--- src/rtl/dma_xfer_ctrl.sv ---
module dma_xfer_ctrl #(
  parameter int NCH = 4,
  parameter int AW  = 32,
  parameter int DW  = 32,
  parameter int CW  = 16
) (
  input  logic           clk,
  input  logic           rst_n,
  input  logic           cfg_we,
  input  logic [7:0]     cfg_addr,
  input  logic [31:0]    cfg_wdata,
  output logic [31:0]    cfg_rdata,
  input  logic [NCH-1:0] dreq,
  output logic [NCH-1:0] dack,
  output logic           m_req,
  output logic           m_we,
  output logic [AW-1:0]  m_addr,
  output logic [DW-1:0]  m_wdata,
  input  logic [DW-1:0]  m_rdata,
  input  logic           m_ack,
  input  logic           m_err,
  output logic           irq
);
  localparam int CHW = (NCH > 1) ? $clog2(NCH) : 1;
  localparam logic [AW-1:0] STEP = AW'(4);

  typedef enum logic [1:0] {S_IDLE, S_RD, S_WR, S_FIN} state_t;
  state_t state;

  logic [NCH-1:0] en, dir, circ, pinc, minc, ie_d, ie_e, done_f, err_f;
  logic [1:0]     prio  [NCH];
  logic [CW-1:0]  cnt_b [NCH];
  logic [CW-1:0]  cnt_c [NCH];
  logic [AW-1:0]  pa_b  [NCH];
  logic [AW-1:0]  pa_c  [NCH];
  logic [AW-1:0]  ma_b  [NCH];
  logic [AW-1:0]  ma_c  [NCH];
  logic [CHW-1:0] cur;
  logic [DW-1:0]  hold;

  wire       is_glob = cfg_addr[7];
  wire [2:0] sel_ch  = cfg_addr[6:4];
  wire [1:0] sel_reg = cfg_addr[3:2];
  wire       clr_we  = cfg_we && is_glob && (cfg_addr[6:2] == 5'd1);

  always_comb begin
    cfg_rdata = '0;
    if (is_glob) begin
      if (cfg_addr[6:2] == 5'd0) begin
        cfg_rdata[NCH-1:0]  = done_f;
        cfg_rdata[8+:NCH]   = err_f;
      end
    end else begin
      for (int c = 0; c < NCH; c++) begin
        if (sel_ch == 3'(c)) begin
          case (sel_reg)
            2'd0: cfg_rdata = {23'd0, ie_e[c], ie_d[c], prio[c], minc[c], pinc[c], circ[c], dir[c], en[c]};
            2'd1: cfg_rdata = 32'(cnt_c[c]);
            2'd2: cfg_rdata = 32'(pa_c[c]);
            default: cfg_rdata = 32'(ma_c[c]);
          endcase
        end
      end
    end
  end

  logic           win_v;
  logic [CHW-1:0] win;
  logic [1:0]     best;
  always_comb begin
    win_v = 1'b0;
    win   = '0;
    best  = 2'd0;
    for (int c = 0; c < NCH; c++) begin
      if (en[c] && cnt_c[c] != '0 && dreq[c] && (!win_v || prio[c] > best)) begin
        win_v = 1'b1;
        win   = CHW'(c);
        best  = prio[c];
      end
    end
  end

  wire [AW-1:0] src_a = dir[cur] ? pa_c[cur] : ma_c[cur];
  wire [AW-1:0] dst_a = dir[cur] ? ma_c[cur] : pa_c[cur];

  assign m_req   = (state == S_RD) || (state == S_WR);
  assign m_we    = (state == S_WR);
  assign m_addr  = m_we ? dst_a : src_a;
  assign m_wdata = hold;
  assign irq     = |((done_f & ie_d) | (err_f & ie_e));

  always_comb begin
    dack = '0;
    if (state == S_FIN) dack[cur] = 1'b1;
  end

  wire xfer_ok  = (state == S_WR) && m_ack && !m_err;
  wire xfer_err = m_req && m_ack && m_err;

  always_ff @(posedge clk) begin
    if (!rst_n) begin
      state <= S_IDLE;
      cur   <= '0;
      hold  <= '0;
    end else begin
      case (state)
        S_IDLE: if (win_v) begin cur <= win; state <= S_RD; end
        S_RD: if (m_ack) begin
          if (m_err) state <= S_IDLE;
          else begin hold <= m_rdata; state <= S_WR; end
        end
        S_WR: if (m_ack) state <= m_err ? S_IDLE : S_FIN;
        default: state <= S_IDLE;
      endcase
    end
  end

  always_ff @(posedge clk) begin
    if (!rst_n) begin
      en <= '0; dir <= '0; circ <= '0; pinc <= '0; minc <= '0;
      ie_d <= '0; ie_e <= '0; done_f <= '0; err_f <= '0;
      for (int c = 0; c < NCH; c++) begin
        prio[c] <= '0; cnt_b[c] <= '0; cnt_c[c] <= '0;
        pa_b[c] <= '0; pa_c[c] <= '0; ma_b[c] <= '0; ma_c[c] <= '0;
      end
    end else begin
      for (int c = 0; c < NCH; c++) begin
        if (cfg_we && !is_glob && sel_ch == 3'(c)) begin
          case (sel_reg)
            2'd0: begin
              en[c]   <= cfg_wdata[0];
              dir[c]  <= cfg_wdata[1];
              circ[c] <= cfg_wdata[2];
              pinc[c] <= cfg_wdata[3];
              minc[c] <= cfg_wdata[4];
              prio[c] <= cfg_wdata[6:5];
              ie_d[c] <= cfg_wdata[7];
              ie_e[c] <= cfg_wdata[8];
            end
            2'd1: if (!en[c]) begin cnt_b[c] <= cfg_wdata[CW-1:0]; cnt_c[c] <= cfg_wdata[CW-1:0]; end
            2'd2: if (!en[c]) begin pa_b[c] <= AW'(cfg_wdata); pa_c[c] <= AW'(cfg_wdata); end
            default: if (!en[c]) begin ma_b[c] <= AW'(cfg_wdata); ma_c[c] <= AW'(cfg_wdata); end
          endcase
        end
        if (clr_we) begin
          done_f[c] <= done_f[c] & ~cfg_wdata[c];
          err_f[c]  <= err_f[c]  & ~cfg_wdata[8+c];
        end
        if (cur == CHW'(c)) begin
          if (xfer_err) begin
            en[c]    <= 1'b0;
            err_f[c] <= 1'b1;
          end
          if (xfer_ok) begin
            if (pinc[c]) pa_c[c] <= pa_c[c] + STEP;
            if (minc[c]) ma_c[c] <= ma_c[c] + STEP;
            cnt_c[c] <= cnt_c[c] - 1'b1;
            if (cnt_c[c] == CW'(1)) begin
              done_f[c] <= 1'b1;
              if (circ[c]) begin
                cnt_c[c] <= cnt_b[c];
                pa_c[c]  <= pa_b[c];
                ma_c[c]  <= ma_b[c];
              end else begin
                en[c] <= 1'b0;
              end
            end
          end
        end
      end
    end
  end

  // a pending master request keeps its address and direction
  a_r10_req_hold: assert property (@(posedge clk) disable iff (!rst_n)
    (m_req && !m_ack) |=> (m_req && $stable(m_addr) && $stable(m_we)));

  // at most one acknowledge line at a time
  a_r7_ack_onehot: assert property (@(posedge clk) disable iff (!rst_n)
    $onehot0(dack));

  // an acknowledge only follows a completed, error-free write
  a_r7_ack_after_write: assert property (@(posedge clk) disable iff (!rst_n)
    (|dack) |-> $past(m_req && m_we && m_ack && !m_err));

  // an error response is never followed by an acknowledge
  a_r8_err_no_ack: assert property (@(posedge clk) disable iff (!rst_n)
    (m_req && m_ack && m_err) |=> (dack == '0));

  // a failed read is not followed by a write
  a_r8_rd_err_no_wr: assert property (@(posedge clk) disable iff (!rst_n)
    (m_req && !m_we && m_ack && m_err) |=> !m_req);

  // the engine leaves idle only for a requesting channel
  a_r7_start_needs_req: assert property (@(posedge clk) disable iff (!rst_n)
    $rose(m_req) |-> $past(|dreq));
endmodule

--- config.mk ---
export PLATFORM = sky130hd
export DESIGN_NAME = dma_xfer_ctrl
export DESIGN_NICKNAME = d
export VERILOG_FILES = /design/src/rtl/dma_xfer_ctrl.sv
export SDC_FILE = /design/constraint.sdc
export NUM_CORES = 2
export LEC_CHECK = 0
export ABC_AREA = 0
export BUFFER_PORTS_ARGS = -buffer_cell sky130_fd_sc_hd__buf_2
export CELL_PAD_IN_SITES_DETAIL_PLACEMENT = 0
export CELL_PAD_IN_SITES_GLOBAL_PLACEMENT = 1
export CORE_MARGIN = 4
export CORE_UTILIZATION = 35
export CTS_BUF_LIST = sky130_fd_sc_hd__clkbuf_8 sky130_fd_sc_hd__clkbuf_16
export DETAILED_ROUTE_END_ITERATION = 8
export GPL_TIMING_DRIVEN = 0
export PLACE_DENSITY = 0.63
export SYNTH_ARGS = -nofsm -noshare
export SYNTH_HDL_FRONTEND = slang
export SYNTH_SLANG_ARGS = --single-unit
--- constraint.sdc ---
create_clock -name clk -period 14.4 [get_ports clk]
set_input_delay 2.88 -clock clk [delete_from_list [all_inputs] [get_ports clk]]
set_output_delay 2.88 -clock clk [all_outputs]
set_load 0.05 [all_outputs]
==> impl_metrics.tcl <==
set metrics [dict create \
    vias_per_cell 6.01 \
    post-route-min-period_ns 10.27 \
    hp-class "reg -> reg" \
    worstPathCellList "buf_2 -> buf_1 -> clkbuf_1 -> clkbuf_1 -> buf_1 -> o21ai_0 -> a221oi_1 -> nor3_1 -> buf_2" \
    synth_seq_cells 722 \
    path_max_fanout 10 \
    core_area_um2 119000 \
    final_cell_mix "edfxtp_1, nand2_1, and2_1, nor2_1, clkbuf_1" \
    grt_pass1_vias 33700 \
    gp_congestion 0.998 \
    ir_drop_v 0.0000905 \
    synth-main-ff-cell "edfxtp_1" \
    hpwl_um 143000 \
    grt_usage 0.293 \
    num-fill-cells 11800 \
    fin_crit_sh 0.713 \
    rows 126 \
    cts_tree "built" \
    layout_commonest_cell "edfxtp_1" \
    cp-start-kind "primary input" \
    ctsLongestPathBuffers 3 \
    skew_ns 0.0316 \
    final_hold_viol_count 0 \
    detail_route.first_pass.iterations 5 \
    p_total_mw 5.38 \
    seq_area_frac_synth 0.498 \
    arrival_ns 7.39 \
    totalWireLength_um 190000 \
    area_delta_synth_final_pct 15.3 \
    grt_max_degree 33 \
    die_x_um 355 \
    drc 0 \
    nNetsFinal 4445 \
    cts_setup_buffers 0 \
    antenna_found_initial 16 \
    start_util 0.354 \
    stdcell_count 6016 \
    power_density_nw_per_um2 111 \
    path_clk_slew_ns 0.05 \
    report.final.slew_viol_count 0 \
    htreeDepth 3 \
    synth_edf_count 648 \
    synth_fp_nets 4157 \
    end_kind "output port" \
    regArea_um2 20900 \
    portBuffers 178 \
    async_reset_ff_frac 0 \
    cts_buffers 90 \
    drv_cap 0 \
    grt_pass1_wl_um 263000 \
    post_cts_resize_count 0 \
    leakage_nw 16.4 \
    crit_required_ns 11.52 \
    status "finished clean" \
    setup_viol 0 \
    final.setup.tns_ns 0 \
    rsz0062_at_grt "false" \
    cts.sinks 722 \
    crit_slowest_cell "clkbuf_1" \
    clk_latency_ns 0.70 \
    timing.hold.ws_ns 0.450 \
    die_h_um 355 \
    fmax_mhz 97.4 \
    dieArea_um2 126000 \
    setup.worst_path.class "in -> out" \
    num_vias 36100 \
    drt-initial-drc-count 4680 \
    grt_remaining_overflow 0 \
    antenna_left 0 \
    post_drt_wl_per_cell_um 31.6 \
    drive_above_1_share 0.132 \
    crit_path_max_incr_delay_ns 0.74 \
    crit_buf_inv 6 \
    io_pins 184 \
    yosysUniqueCellTypes 69 \
    yosysWarningCount 0 \
    critPathTopFamily "buffers and inverters" \
    multi_input_area_um2 19900 \
    netlist_area_um2 42000 \
    avgSynthCellArea_um2 10.4 \
    cts-root-buf "clkbuf_16" \
    holdBufCountCts 0 \
    worstMarginPinSlew_ns 1.39 \
    place_inst 5845 \
    netlist_instances 4050 \
    relSlewSlack 0.0697 \
]
per-stage QoR:
step	setup slack, ns	instance area [um^2]	utilization
2_1_floorplan	5.32	42000	-
3_5_place_dp	4.27	45400	0.382
5_1_grt	3.99	48500	0.408
6_report	4.13	48500	0.408
4_1_cts	4.28	48400	0.408
3_3_place_gp	2.72	44900	0.379
worst reg2reg max path: cells and delay by family, from the launching register on:
| family | cells | cell delay, ns |
|---|---|---|
| buffers and inverters | 4 | 2.32 |
| and+or+nand+nor | 3 | 2.29 |
| adders and majority gates | 1 | 0.35 |
| DFF | 1 | 0.41 |
per-layer routing:
metal  up-vias  wire length (um)  global-route usage
met5         -                13                   0
li1      15600                 -                   -
met3       332             17900              0.0592
met1     18300             81000               0.411
met2      1929             83100               0.442
met4         2              8320               0.123
cell families after synthesis:
kind of cell,synth area share
AOI/OAI and AO/OA,0.112
xor gates and xnor gates,0.0560
adders and majority gates,0.00774
buffers and inverters,0.0318
DFF,0.498
muxes,0.0975
and+or+nand+nor,0.197
where the power goes:
group	total, mW	switching, mW	internal [mW]
Combinational	0.478	0.336	0.141
Sequential	2.50	0.115	2.38
Clock	2.41	0.982	1.43
Total	5.38	1.43	3.95
final timing paths:
| check | depth (start not counted) | from | slack (ns) | endpoint |
|---|---|---|---|---|
| worst max-delay path | 9 | cfg_addr[2] | 4.13 | cfg_rdata[12] |
| worst min-delay path | 2 | m_wdata[15]$_SDFFE_PN0P_ | 0.45 | m_wdata[15]$_SDFFE_PN0P_ |
| worst min register to register | 2 | m_wdata[15]$_SDFFE_PN0P_ | 0.45 | m_wdata[15]$_SDFFE_PN0P_ |
| worst max register to register | 8 | state[0]$_SDFFE_PN0P_ | 8.44 | pa_c[2][26]$_SDFFCE_PN0P_ |
state kept, by name (all words and copies together), names as in the netlist, 8 cells and up, named ones only:
register  cells
cnt_c        64
m_wdata      32
ma_b        128
pa_b        128
pa_c        128
ma_c        128
prio          8
cnt_b        64
layout make-up:
cell class              instances  area share
flip-flops and latches        722       0.432
multi-input cells            2986       0.411
clock buffers                 103      0.0522
well taps                    1600      0.0413
repair buffers                196      0.0249
plain buffers                 289      0.0235
clock inverters                63      0.0111
inverters                      53     0.00410
diodes                          4    0.000206
Yosys cell counts, types with 44 or more instances:
cell type / instances / area [um^2]
nor4_1: 44 / 275
clkbuf_1: 243 / 912
mux2i_1: 118 / 1180
a21oi_1: 202 / 1010
edfxtp_1: 648 / 19500
xor2_1: 115 / 1010
dfxtp_1: 74 / 1480
nand3_1: 149 / 746
mux4_2: 98 / 2210
o22ai_1: 54 / 338
xnor2_1: 152 / 1330
nand4_1: 71 / 444
nor3_1: 72 / 360
and2_1: 345 / 2160
o21ai_0: 225 / 1130
mux2_2: 63 / 709
nor2_1: 327 / 1230
nand2_1: 480 / 1800
inv_1: 52 / 195
No activity file was read; power rests on OpenSTA's default activity.
